`config.mk`:
```
export PLATFORM = sky130hd
export DESIGN_NAME = bus_claim_ctrl
export DESIGN_NICKNAME = d
export VERILOG_FILES = /design/src/rtl/bus_claim_pkg.sv /design/src/rtl/brq_sync.sv /design/src/rtl/brq_edge.sv /design/src/rtl/brq_hold_timer.sv /design/src/rtl/bus_claim_ctrl.sv
export SDC_FILE = /design/constraint.sdc
export NUM_CORES = 1
export LEC_CHECK = 0
export BUFFER_PORTS_ARGS = -buffer_cell sky130_fd_sc_hd__buf_2
export CAP_MARGIN = 15
export CORE_AREA = 2 2 39 41
export DETAILED_ROUTE_END_ITERATION = 7
export DIE_AREA = 0 0 41 43
export SYNTH_ARGS = -nofsm -noshare
export SYNTH_HDL_FRONTEND = slang
export SYNTH_SLANG_ARGS = --single-unit
```
`constraint.sdc`:
```
create_clock -name clk -period 2 [get_ports clk]
set_input_delay 0.1 -clock clk [delete_from_list [all_inputs] [get_ports clk]]
set_output_delay 0.1 -clock clk [all_outputs]
set_load 0.01 [all_outputs]
```
`src/rtl/bus_claim_pkg.sv`:
```
package bus_claim_pkg;

   // Handshake flags held by the claim controller
   typedef struct packed {
      logic req;    // bus request outstanding
      logic ack;    // controller answered the request
      logic xfer;   // transfer phase running
      logic sel;    // device owns the bus
   } claim_flags_t;

   localparam claim_flags_t CLAIM_IDLE = '{req: 1'b0, ack: 1'b0, xfer: 1'b0, sel: 1'b0};

   function automatic int unsigned cnt_width(input int unsigned limit);
      return (limit > 1) ? $clog2(limit) : 1;
   endfunction

endpackage

```
`src/rtl/brq_sync.sv`:
```
module brq_sync #(
   parameter int unsigned STAGES = 2
) (
   input  logic clk,
   input  logic rst_n,
   input  logic d,
   output logic q
);
   if (STAGES < 2) begin : g_bad
      $error("brq_sync: STAGES must be at least 2");
   end

   logic [STAGES-1:0] chain;

   always_ff @(posedge clk or negedge rst_n) begin
      if (!rst_n) chain <= '0;
      else        chain <= {chain[STAGES-2:0], d};
   end

   assign q = chain[STAGES-1];
endmodule

```
`src/rtl/brq_edge.sv`:
```
module brq_edge (
   input  logic clk,
   input  logic rst_n,
   input  logic d,
   output logic rise
);
   logic d_q;

   always_ff @(posedge clk or negedge rst_n) begin
      if (!rst_n) d_q <= 1'b0;
      else        d_q <= d;
   end

   assign rise = d & ~d_q;
endmodule

```
`src/rtl/brq_hold_timer.sv`:
```
module brq_hold_timer #(
   parameter int unsigned HOLD = 10
) (
   input  logic clk,
   input  logic rst_n,
   input  logic arm,
   output logic done
);
   import bus_claim_pkg::*;

   localparam int unsigned CW = cnt_width(HOLD);

   if (HOLD < 1) begin : g_bad
      $error("brq_hold_timer: HOLD must be at least 1");
   end

   if (HOLD == 1) begin : g_direct
      assign done = arm;
   end else begin : g_count
      logic [CW-1:0] cnt;
      logic          at_end;

      assign at_end = (cnt == CW'(HOLD - 1));

      always_ff @(posedge clk or negedge rst_n) begin
         if (!rst_n)       cnt <= '0;
         else if (!arm)    cnt <= '0;
         else if (!at_end) cnt <= cnt + 1'b1;
      end

      assign done = arm & at_end;

      AST_CNT_BOUND: assert property (@(posedge clk) disable iff (!rst_n)
         cnt <= CW'(HOLD - 1));
   end
endmodule

```
`src/rtl/bus_claim_ctrl.sv`:
```
module bus_claim_ctrl #(
   parameter int unsigned DELAY_CYCLES = 10,
   parameter int unsigned SYNC_STAGES  = 2
) (
   input  logic clk,
   input  logic rst_n,
   input  logic svc_req,
   input  logic dma_req,
   input  logic sel_busy_in,
   input  logic prio_in,
   output logic req_n,
   output logic prio_out,
   output logic drv_en,
   output logic selected,
   output logic xfer_on
);
   import bus_claim_pkg::*;

   if (DELAY_CYCLES < 1) begin : g_bad_delay
      $error("bus_claim_ctrl: DELAY_CYCLES must be at least 1");
   end
   if (SYNC_STAGES < 2) begin : g_bad_sync
      $error("bus_claim_ctrl: SYNC_STAGES must be at least 2");
   end

   logic         busy_s;
   logic         prio_s;
   logic         prio_rise;
   logic         claim_arm;
   logic         claim_due;
   logic         drv_q;
   claim_flags_t fl;

   brq_sync #(.STAGES(SYNC_STAGES)) u_busy_sync (
      .clk(clk), .rst_n(rst_n), .d(sel_busy_in), .q(busy_s));

   brq_sync #(.STAGES(SYNC_STAGES)) u_prio_sync (
      .clk(clk), .rst_n(rst_n), .d(prio_in), .q(prio_s));

   brq_edge u_prio_edge (
      .clk(clk), .rst_n(rst_n), .d(prio_s), .rise(prio_rise));

   // Qualifying condition for a new bus request
   assign claim_arm = svc_req & dma_req & ~busy_s & ~fl.req & ~fl.ack;

   brq_hold_timer #(.HOLD(DELAY_CYCLES)) u_settle (
      .clk(clk), .rst_n(rst_n), .arm(claim_arm), .done(claim_due));

   always_ff @(posedge clk or negedge rst_n) begin
      if (!rst_n) begin
         fl <= CLAIM_IDLE;
      end else if (!svc_req) begin
         fl <= CLAIM_IDLE;
      end else begin
         if (claim_due)
            fl.req <= 1'b1;
         if (fl.req && busy_s)
            fl.ack <= 1'b1;
         if (fl.ack && prio_rise) begin
            fl.sel  <= 1'b1;
            fl.xfer <= 1'b1;
            fl.req  <= 1'b0;
         end
      end
   end

   always_ff @(posedge clk or negedge rst_n) begin
      if (!rst_n) drv_q <= 1'b0;
      else        drv_q <= svc_req;
   end

   assign req_n    = ~fl.req;
   assign prio_out = prio_in & ~fl.ack;
   assign drv_en   = drv_q;
   assign selected = fl.sel;
   assign xfer_on  = fl.xfer;

   AST_REQ_QUALIFIED: assert property (@(posedge clk) disable iff (!rst_n)
      $fell(req_n) |-> $past(svc_req && dma_req && !busy_s));
   AST_DROP_CLEARS: assert property (@(posedge clk) disable iff (!rst_n)
      !svc_req |=> (!selected && !xfer_on && req_n && !fl.ack));
   AST_GRANT_ENDS_REQ: assert property (@(posedge clk) disable iff (!rst_n)
      $rose(selected) |-> (req_n && xfer_on && $past(fl.ack)));
   AST_ACK_NEEDS_REQ: assert property (@(posedge clk) disable iff (!rst_n)
      $rose(fl.ack) |-> $past(!req_n && busy_s));
   AST_NO_REQ_WHILE_ACK: assert property (@(posedge clk) disable iff (!rst_n)
      ($past(fl.ack) && fl.ack) |-> !$fell(req_n));
endmodule

```
==> flow_summary.toml, run 1 <==
[status]
status = "completed"

[timing]
rsz0062_at_grt = "false"
fin_worst_skew_ps = 0.823
fmax_mhz = 659
final-hold-violation-count = 0
min_period_over_period = 0.759
tns_ps = 0
min_period_ps = 1520
whs_ps = 181
worst_slack_ps = 483
setup_viol = 0
slew_headroom = 0.809
worst_pin_slew_ps = 287
slew_violations = 0

[die]
start_util = 0.370
die_width_um = 41
rows = 14
fp.coreArea_um2 = 1380
die-area_um2 = 1760
die_h_um = 43
ios = 11

[clocking]
postCtsHoldBufs = 4
clk_path_buf_depth = 2
path_clk_slew_ps = 80
cts_made_buffers = 3
cts_setup_buffers = 0
cts_tree = "built"
h-tree-depth = 1
clk_latency_ps = 270
cts_resized = 0
clock_sinks = 13
cts_root_buf = "clkbuf_4"

[global_routing]
grt_pass1_vias = 328
grt_start_max_net_pins = 14
grt_pass1_wl_mm = 1.36
grt_overflow = 0
grt.total_usage = 0.121
grt_antenna_before_repair = 0

[logic_synthesis]
syn_area_per_cell_um2 = 12.5
syn_nets = 49
synth_seq_cells = 13
synth_area_um2 = 512
yosysTopAreaCellShare = 0.636
ys_top_cells_by_area = "dfrtp_1 64%, ha_1 4.9%, nand3b_4 3.9%, nor2_1 3.7%, a21oi_1 2.9%"
synth_cells = 41
yosysWarningCount = 0
yosys.cell_types.count = 19
seq_area_frac_synth = 0.636
synth_top_cell_by_area = "dfrtp_1"

[detailed_routing]
wl_per_cell_um = 11.2
ant_nets = 0
drt-pass1-iter-count = 3
drt_iter0_drc = 3
vias_per_cell = 4.51
drcViolationCount = 0
routed_wl_um = 827
dr_total_vias = 334

[setup_path]
crit_fanout = 4
criticalPathCategory = "flip-flop to flip-flop"
crit_path_start_kind = "flip-flop"
end_kind = "flip-flop"
worstPathRequired_ps = 2200
arrival_ps = 1720
r2r_slack_ps = 480

[power]
power_switching_uw = 103
comb_power_share = 0.057
p_sw_frac = 0.224
clock_power_share = 0.349
seqPwrFrac = 0.594
p_int_uw = 357
vdd_ir_drop_max_uv = 296
power.density_nw_per_um2 = 716
leakage_uw = 0.000331

[placement]
place_ws_ps = 494
hpwl_um = 581
portBuffers = 10
globalplace.congestion = 0.652
place_area_um2 = 574

[layout]
utilization = 0.464
fill_cells = 143
nNetsFinal = 67
final_cell_mix = "13 x dfrtp_1, 10 x buf_2, 5 x nor2_1"
syn2layout_area_growth_pct = 25.4
drive_above_1_share = 0.259
diodes = 0
final_common_cell = "dfrtp_1"
design_area_um2 = 642

[min_path]
hold_class = "primary input to flip-flop"

[run]
maxCapViolCount = 0
## flip-flops by register name, summed over array words and instances, names as in the netlist
name                  count
u_settle.g_count.cnt      4
fl                        2
u_busy_sync.chain         2
u_prio_sync.chain         2
drv_en                    1
u_prio_edge.d_q           1
xfer_on                   1
## path summary, 6_finish.rpt
path,start,endpoint,cells past startpoint
min in group asynchronous,rst_n,u_prio_edge.d_q,2
max in group asynchronous,rst_n,u_settle.g_count.cnt[0],2
worst min-delay path,dma_req,fl[3],3
worst max-delay path,u_settle.g_count.cnt[1],fl[3],5
worst max register to register,u_settle.g_count.cnt[1],fl[3],5
worst min register to register,u_prio_sync.chain[0],u_prio_sync.chain[1],0
## cell usage after synthesis
library cell	number
a211oi_1	1
o21a_1	1
nor2_1	5
or4b_1	1
xnor2_1	1
nand3_1	1
ha_1	2
a21oi_1	3
nand3b_4	1
nand2b_1	1
nand4_1	1
dfrtp_1	13
nor2b_1	2
inv_1	2
o21ai_0	1
nand3b_1	1
xor2_1	1
nand2_1	2
buf_4	1
## through the flow
stage               cells  total power, uW
finish                 74              460
CTS                    74              468
detailed placement     66              299
floorplan              41              285
global route           74              485
global placement       66              299
## logic make-up (layout without fill, tap and decap cells)
group	after synthesis	count (layout)	synth area share
simple gates	15	15	0.183
fa+ha+maj	2	2	0.0489
flops	13	13	0.636
buf+inv	3	20	0.0294
compound gates	6	6	0.0685
xor+xnor	2	2	0.0342
## critical path, stage by stage (launching register included)
cell and delay (ps):
dfrtp_1 410, inv_1 70, ha_1 200, nand3b_4 100
or4b_1 500, a21oi_1 160
## power by group through the flow
stage               Sequential [uW]  Combinational (uW)  Clock, uW
CTS                             273                26.7        168
floorplan                       278                6.47          0
global route                    274                29.7        181
finish                          273                26.2        161
detailed placement              278                20.8          0
global placement                278                20.8          0
## layout make-up
cell class,count,area [um2],share of cell area
Clock buffer,3,22.5,0.0351
Clock inverter,1,5.00,0.00780
Inverter,2,7.51,0.0117
Multi-Input combinational cell,25,171,0.267
Sequential cell,13,325,0.507
Tap cell,16,20.0,0.0312
Timing Repair Buffer,14,90.1,0.140
## routing by layer
layer / part of all wire / vias up / track usage
met5: 0 / - / 0
met4: 0.023 / 0 / 0.120
met3: 0.031 / 2 / 0.0157
met2: 0.48 / 8 / 0.156
met1: 0.46 / 153 / 0.160
li1: - / 171 / -
No activity file was read; power rests on OpenSTA's default activity.
==> run 2, diff against run 1 <==
- ABC_AREA: default -> 1
- clock period: 2 -> 1.5 ns (I/O delays scaled with it)
==> run 2 against run 1 <==
  * First-iteration DRC count rose to 3.0 times the previous value
  * Global-route usage up 0.60 points
  * Via count rose by 14%
  * Sequential share of layout area down 2.6 points
  * Utilization rose by 2.5 points
  * Combinational power is 63% higher
  * Die area is the same
  * Clock power up 29%
  * Critical path type unchanged
  * Largest cell class unchanged
  * Highest routed layer is now met3
==> flow_summary.toml, run 2 <==
[timing]
tns_ps = 0
fmax_mhz = 914
rsz0062_at_grt = "false"
fin_worst_skew_ps = 0.356
setup_viol = 0
min_period_ps = 1090
slew_headroom = 0.810
slew_violations = 0
min_period_over_period = 0.730
worst_pin_slew_ps = 285
whs_ps = 162
final-hold-violation-count = 0

[die]
fp.coreArea_um2 = 1380
die-area_um2 = 1760
die_h_um = 43
die_width_um = 41
ios = 11
start_util = 0.396
rows = 14

[clocking]
cts_resized = 0
clk_latency_ps = 260
cts_made_buffers = 3
cts_root_buf = "clkbuf_4"
clock_sinks = 13
cts_tree = "built"
h-tree-depth = 1
cts_setup_buffers = 0
path_clk_slew_ps = 80
clk_path_buf_depth = 2

[power]
seqPwrFrac = 0.593
comb_power_share = 0.069
power_switching_uw = 132
clock_power_share = 0.338
vdd_ir_drop_max_uv = 589
leakage_uw = 0.000339
p_int_uw = 483
power.density_nw_per_um2 = 909
p_sw_frac = 0.215

[logic_synthesis]
synth_xor_area_frac = 0.0320
post_synth_and_or_nand_nor_area_fraction = 0.217
ys_top_cells_by_area = "dfrtp_1 59%, inv_1 5.5%, ha_1 4.6%, nor2_4 4.1%, nand3_1 3.7%"
synth_top_family_by_area = "simple AND/OR/NAND/NOR gates"
yosys-top-cells-count = "13 x dfrtp_1, 8 x inv_1, 5 x nor2_1"
syn_area_per_cell_um2 = 10.7
seq_area_frac_synth = 0.594
yosysWarningCount = 0
synthAdderAreaFrac = 0.0457
yosys.cell_types.count = 17
synth_cells = 51
async_flop_share = 1.00
yosysTopAreaCellShare = 0.594
synth_top_cell_by_area = "dfrtp_1"
synth_edf_count = 0
synth_ff_type = "dfrtp_1"
synth_most_common_cell = "dfrtp_1"
synth_compound_area_frac = 0.0365
syn_nets = 59
synth_area_um2 = 548
synth_seq_cells = 13
synthMuxAreaShare = 0

[detailed_routing]
drt-pass1-iter-count = 4
drt_iter0_drc = 9
ant_nets = 0
routed_wl_um = 847
vias_per_cell = 4.52
drcViolationCount = 0
wl_per_cell_um = 10.1
dr_total_vias = 380

[status]
status = "completed"

[setup_path]
criticalPathCategory = "flip-flop to flip-flop"
worstPathRequired_ps = 1660
arrival_ps = 1250
crit_path_start = "u_settle.g_count.cnt[1]"
crit-reg2reg-launch = "u_settle.g_count.cnt[1]"
crit_fanout = 4
end_kind = "flip-flop"
crit_path_start_kind = "flip-flop"

[global_routing]
grt_pass1_vias = 373
grt_start_max_net_pins = 14
grt.total_usage = 0.127
grt_overflow = 0
grt_antenna_before_repair = 0
grt_pass1_wl_mm = 1.44

[layout]
instances_no_fill = 84
final_common_cell = "dfrtp_1"
design_area_um2 = 677
largest_register = "u_settle.g_count.cnt"
fill_cells = 134
utilization = 0.489
drive_above_1_share = 0.294
diodes = 0
syn2layout_area_growth_pct = 23.5
largest_reg_flops = 4
final_cell_mix = "13 x dfrtp_1, 10 x buf_2, 8 x inv_1"
nNetsFinal = 77

[placement]
dp.cells = 76
globalplace.congestion = 0.729
hpwl_um = 636
place_area_um2 = 611
portBuffers = 10

[min_path]
worstHoldStart = "dma_req"
hold_class = "primary input to flip-flop"

[run]
maxCapViolCount = 0
[run 2: final timing paths]
check | slack, ps | cells past startpoint | end
worst max-delay path | 410 | 5 | u_settle.g_count.cnt[0]
worst min-delay path | 160 | 5 | u_settle.g_count.cnt[2]
worst max register to register | 410 | 5 | u_settle.g_count.cnt[0]
worst min register to register | 350 | 0 | u_prio_sync.chain[1]
max in group asynchronous | 1060 | 2 | fl[3]
min in group asynchronous | 220 | 2 | u_settle.g_count.cnt[0]
[run 2: power groups by stage]
stage / Clock (uW) / Sequential [uW] / Combinational, uW
floorplan: 0 / 372 / 16.0
global placement: 0 / 371 / 35.7
detailed placement: 0 / 372 / 35.7
CTS: 217 / 365 / 43.8
global route: 235 / 366 / 48.4
finish: 208 / 364 / 42.7
[run 2: layout make-up]
class	count	area (um2)	area share
clock buffer	4	26.3	0.0388
tap	16	20.0	0.0296
timing repair buffer	14	90.1	0.133
inverter	9	33.8	0.0499
multi-input combinational	28	181	0.268
sequential	13	325	0.481
[run 2: cell families after synthesis]
logic type	Yosys count
XOR/XNOR	2
buffers and inverters	10
AO/OA/AOI/OAI	4
adder cells (fa/ha/maj)	2
AND/OR/NAND/NOR	20
flip-flops	13
[run 2: per-layer routing]
layer	vias to the layer above	track usage	part of all wire
met3	0	0.0471	0.033
met5	-	0	0
met4	0	0.0600	0
li1	190	-	-
met2	7	0.194	0.53
met1	183	0.150	0.43
[run 2: worst max-delay path, stage by stage (launching register included)]
cell     delay (ps)
dfrtp_1         410
inv_1            60
ha_1            170
nand3_2         120
xnor2_1         170
nor2_1           60
[run 2: stage by stage]
stage / setup WS, ps / power (uW)
CTS: 385 / 625
global placement: 447 / 407
detailed placement: 433 / 407
floorplan: 495 / 387
finish: 406 / 615
global route: 251 / 649
[run 2: repair_timing]
item                                    in CTS  in global routing
endpoints found under the hold margin       16                  0
hold buffers                                 4                  0
endpoints found under the setup margin       0                  0
==> run 3, diff against run 2 <==
- clock period: 1.5 -> 1 ns (I/O delays scaled with it)
==> run 3 against run 2 <==
  * The flow now finishes with violations (negative setup slack)
  * Sequential power increased by 51%
  * Worst setup slack got worse by 450 ps
  * Critical endpoint is now u_settle.g_count.cnt[3]
  * Largest power group unchanged
  * Hold slack got worse by 21 ps
  * Clock skew about the same
  * Final cell count increased by 3.6%
  * Largest cell class unchanged
  * Highest routed layer is now met4
  * Die area unchanged
==> flow_summary.toml, run 3 (synthesis results as in run 2) <==
[status]
status = "complete, but fails checks"
violations = "negative setup slack"

[detailed_routing]
drt_iter0_drc = 2
vias_per_cell = 4.64
wl_per_cell_um = 10.6
routed_wl_um = 923
dr_total_vias = 404
ant_nets = 0
drt-pass1-iter-count = 4
drcViolationCount = 0

[global_routing]
grt_start_max_net_pins = 14
grt.total_usage = 0.136
grt_overflow = 0
grt_pass1_vias = 400
grt_antenna_before_repair = 0
grt_pass1_wl_mm = 1.53

[timing]
fmax_mhz = 956
slew_violations = 0
setup_viol = 5
whs_ps = 141
worst_slack_ps = -45.5
worst_pin_slew_ps = 279
final-hold-violation-count = 0
fin_worst_skew_ps = 0.417
slew_headroom = 0.814
min_period_ps = 1050
tns_ps = -152
min_period_over_period = 1.05
rsz0062_at_grt = "true"

[layout]
diodes = 0
nNetsFinal = 80
final_cell_mix = "12 x dfrtp_1, 9 x buf_2, 5 x inv_1"
final_common_cell = "dfrtp_1"
seqCellArea_um2 = 327
largest_reg_flops = 4
largest_register = "u_settle.g_count.cnt"
fill_cells = 129
syn2layout_area_growth_pct = 43.4
drive_above_1_share = 0.549
multi_input_area_um2 = 264
instances_no_fill = 87

[placement]
dp.cells = 79
place_ws_ps = -98.4
portBuffers = 10
globalplace.congestion = 0.672
hpwl_um = 678

[power]
power.density_nw_per_um2 = 1180
comb_power_share = 0.083
p_sw_frac = 0.214
leakage_uw = 0.000379
clock_power_share = 0.328
seqPwrFrac = 0.589
p_int_uw = 731
power_switching_uw = 199
vdd_ir_drop_max_uv = 748
total_power_uw = 930

[clocking]
cts_root_buf = "clkbuf_4"
cts_made_buffers = 3
clk_path_buf_depth = 2
path_clk_slew_ps = 70
h-tree-depth = 1
cts_tree = "built"
clk_latency_ps = 260
clock_sinks = 13

[die]
rows = 14
fp.coreArea_um2 = 1380
ios = 11
start_util = 0.396
die-area_um2 = 1760
die_width_um = 41
die_h_um = 43

[min_path]
worstHoldStart = "dma_req"
min_path_cells = 5
hold_class = "primary input to flip-flop"
min_to = "u_settle.g_count.cnt[2]"

[setup_path]
criticalPathCategory = "flip-flop to flip-flop"
rr_worst_depth = 5
end_kind = "flip-flop"
worstPathRequired_ps = 1160
crit_path_start_kind = "flip-flop"
crit_path_start = "u_settle.g_count.cnt[1]"
crit-reg2reg-launch = "u_settle.g_count.cnt[1]"
arrival_ps = 1200
r2r_slack_ps = -50
r2r_end = "u_settle.g_count.cnt[3]"
crit_fanout = 2

[run]
maxCapViolCount = 0
-- run 3: cell types whose count changed in the layout (fill, tap and decap cells not counted), moves of 2 or more --
cell     previous run  this run
nand2_1             4         2
ha_4                0         2
nor2_1              5         3
inv_2               1         4
nand3_1             4         1
buf_4               0         4
inv_1               8         5
ha_1                2         0
nand3_2             1         3
-- run 3: per-stage QoR --
| step | util | instance area [um2] |
|---|---|---|
| final | 0.568 | 786 |
| after global routing | 0.568 | 786 |
| after CTS | 0.532 | 736 |
| after detailed placement | 0.458 | 633 |
| after global placement | 0.458 | 633 |
| after floorplan | - | 548 |
-- run 3: worst max-delay path, cell delays in order (launching register included) --
cell and delay [ps]:
dfrtp_1 390, buf_4 150, buf_4 140, nand3_2 50, xor2_1 160, nor2_1 50
-- run 3: per-layer routing --
metal	vias up	global-route usage	share of wire
li1	198	-	-
met3	2	0.0314	0.033
met5	-	0	0
met4	0	0.100	0.011
met1	197	0.139	0.38
met2	7	0.222	0.58
-- run 3: power groups by stage --
stage	Sequential (uW)	Combinational [uW]	Clock [uW]
finish	548	76.8	305
global route	550	86.3	361
CTS	549	74.3	324
detailed placement	557	58.2	0
global placement	556	57.0	0
floorplan	557	24.0	0
-- run 3: cell type report --
type | instances | area share
tap | 16 | 0.0255
timing repair buffer | 17 | 0.146
clock buffer | 4 | 0.0334
multi-input combinational | 28 | 0.336
inverter | 9 | 0.0430
sequential | 13 | 0.416
-- run 3: worst max path at each step --
| stage | end | slack, ps | depth (start not counted) |
|---|---|---|---|
| final | u_settle.g_count.cnt[3] | -50 | 5 |
| after global routing | u_settle.g_count.cnt[3] | -80 | 5 |
| after CTS | fl[3] | -80 | 6 |
| after detailed placement | fl[3] | -100 | 6 |
| after global placement | fl[3] | -60 | 6 |
| after floorplan | u_settle.g_count.cnt[1] | -5 | 4 |
-- run 3: timing repair --
action	in CTS	in global routing
gates resized for setup	9	13
hold buffers	4	0
pin swaps	3	4
hold endpoints to repair	16	0
setup endpoints to repair	5	7
buffers inserted	0	1
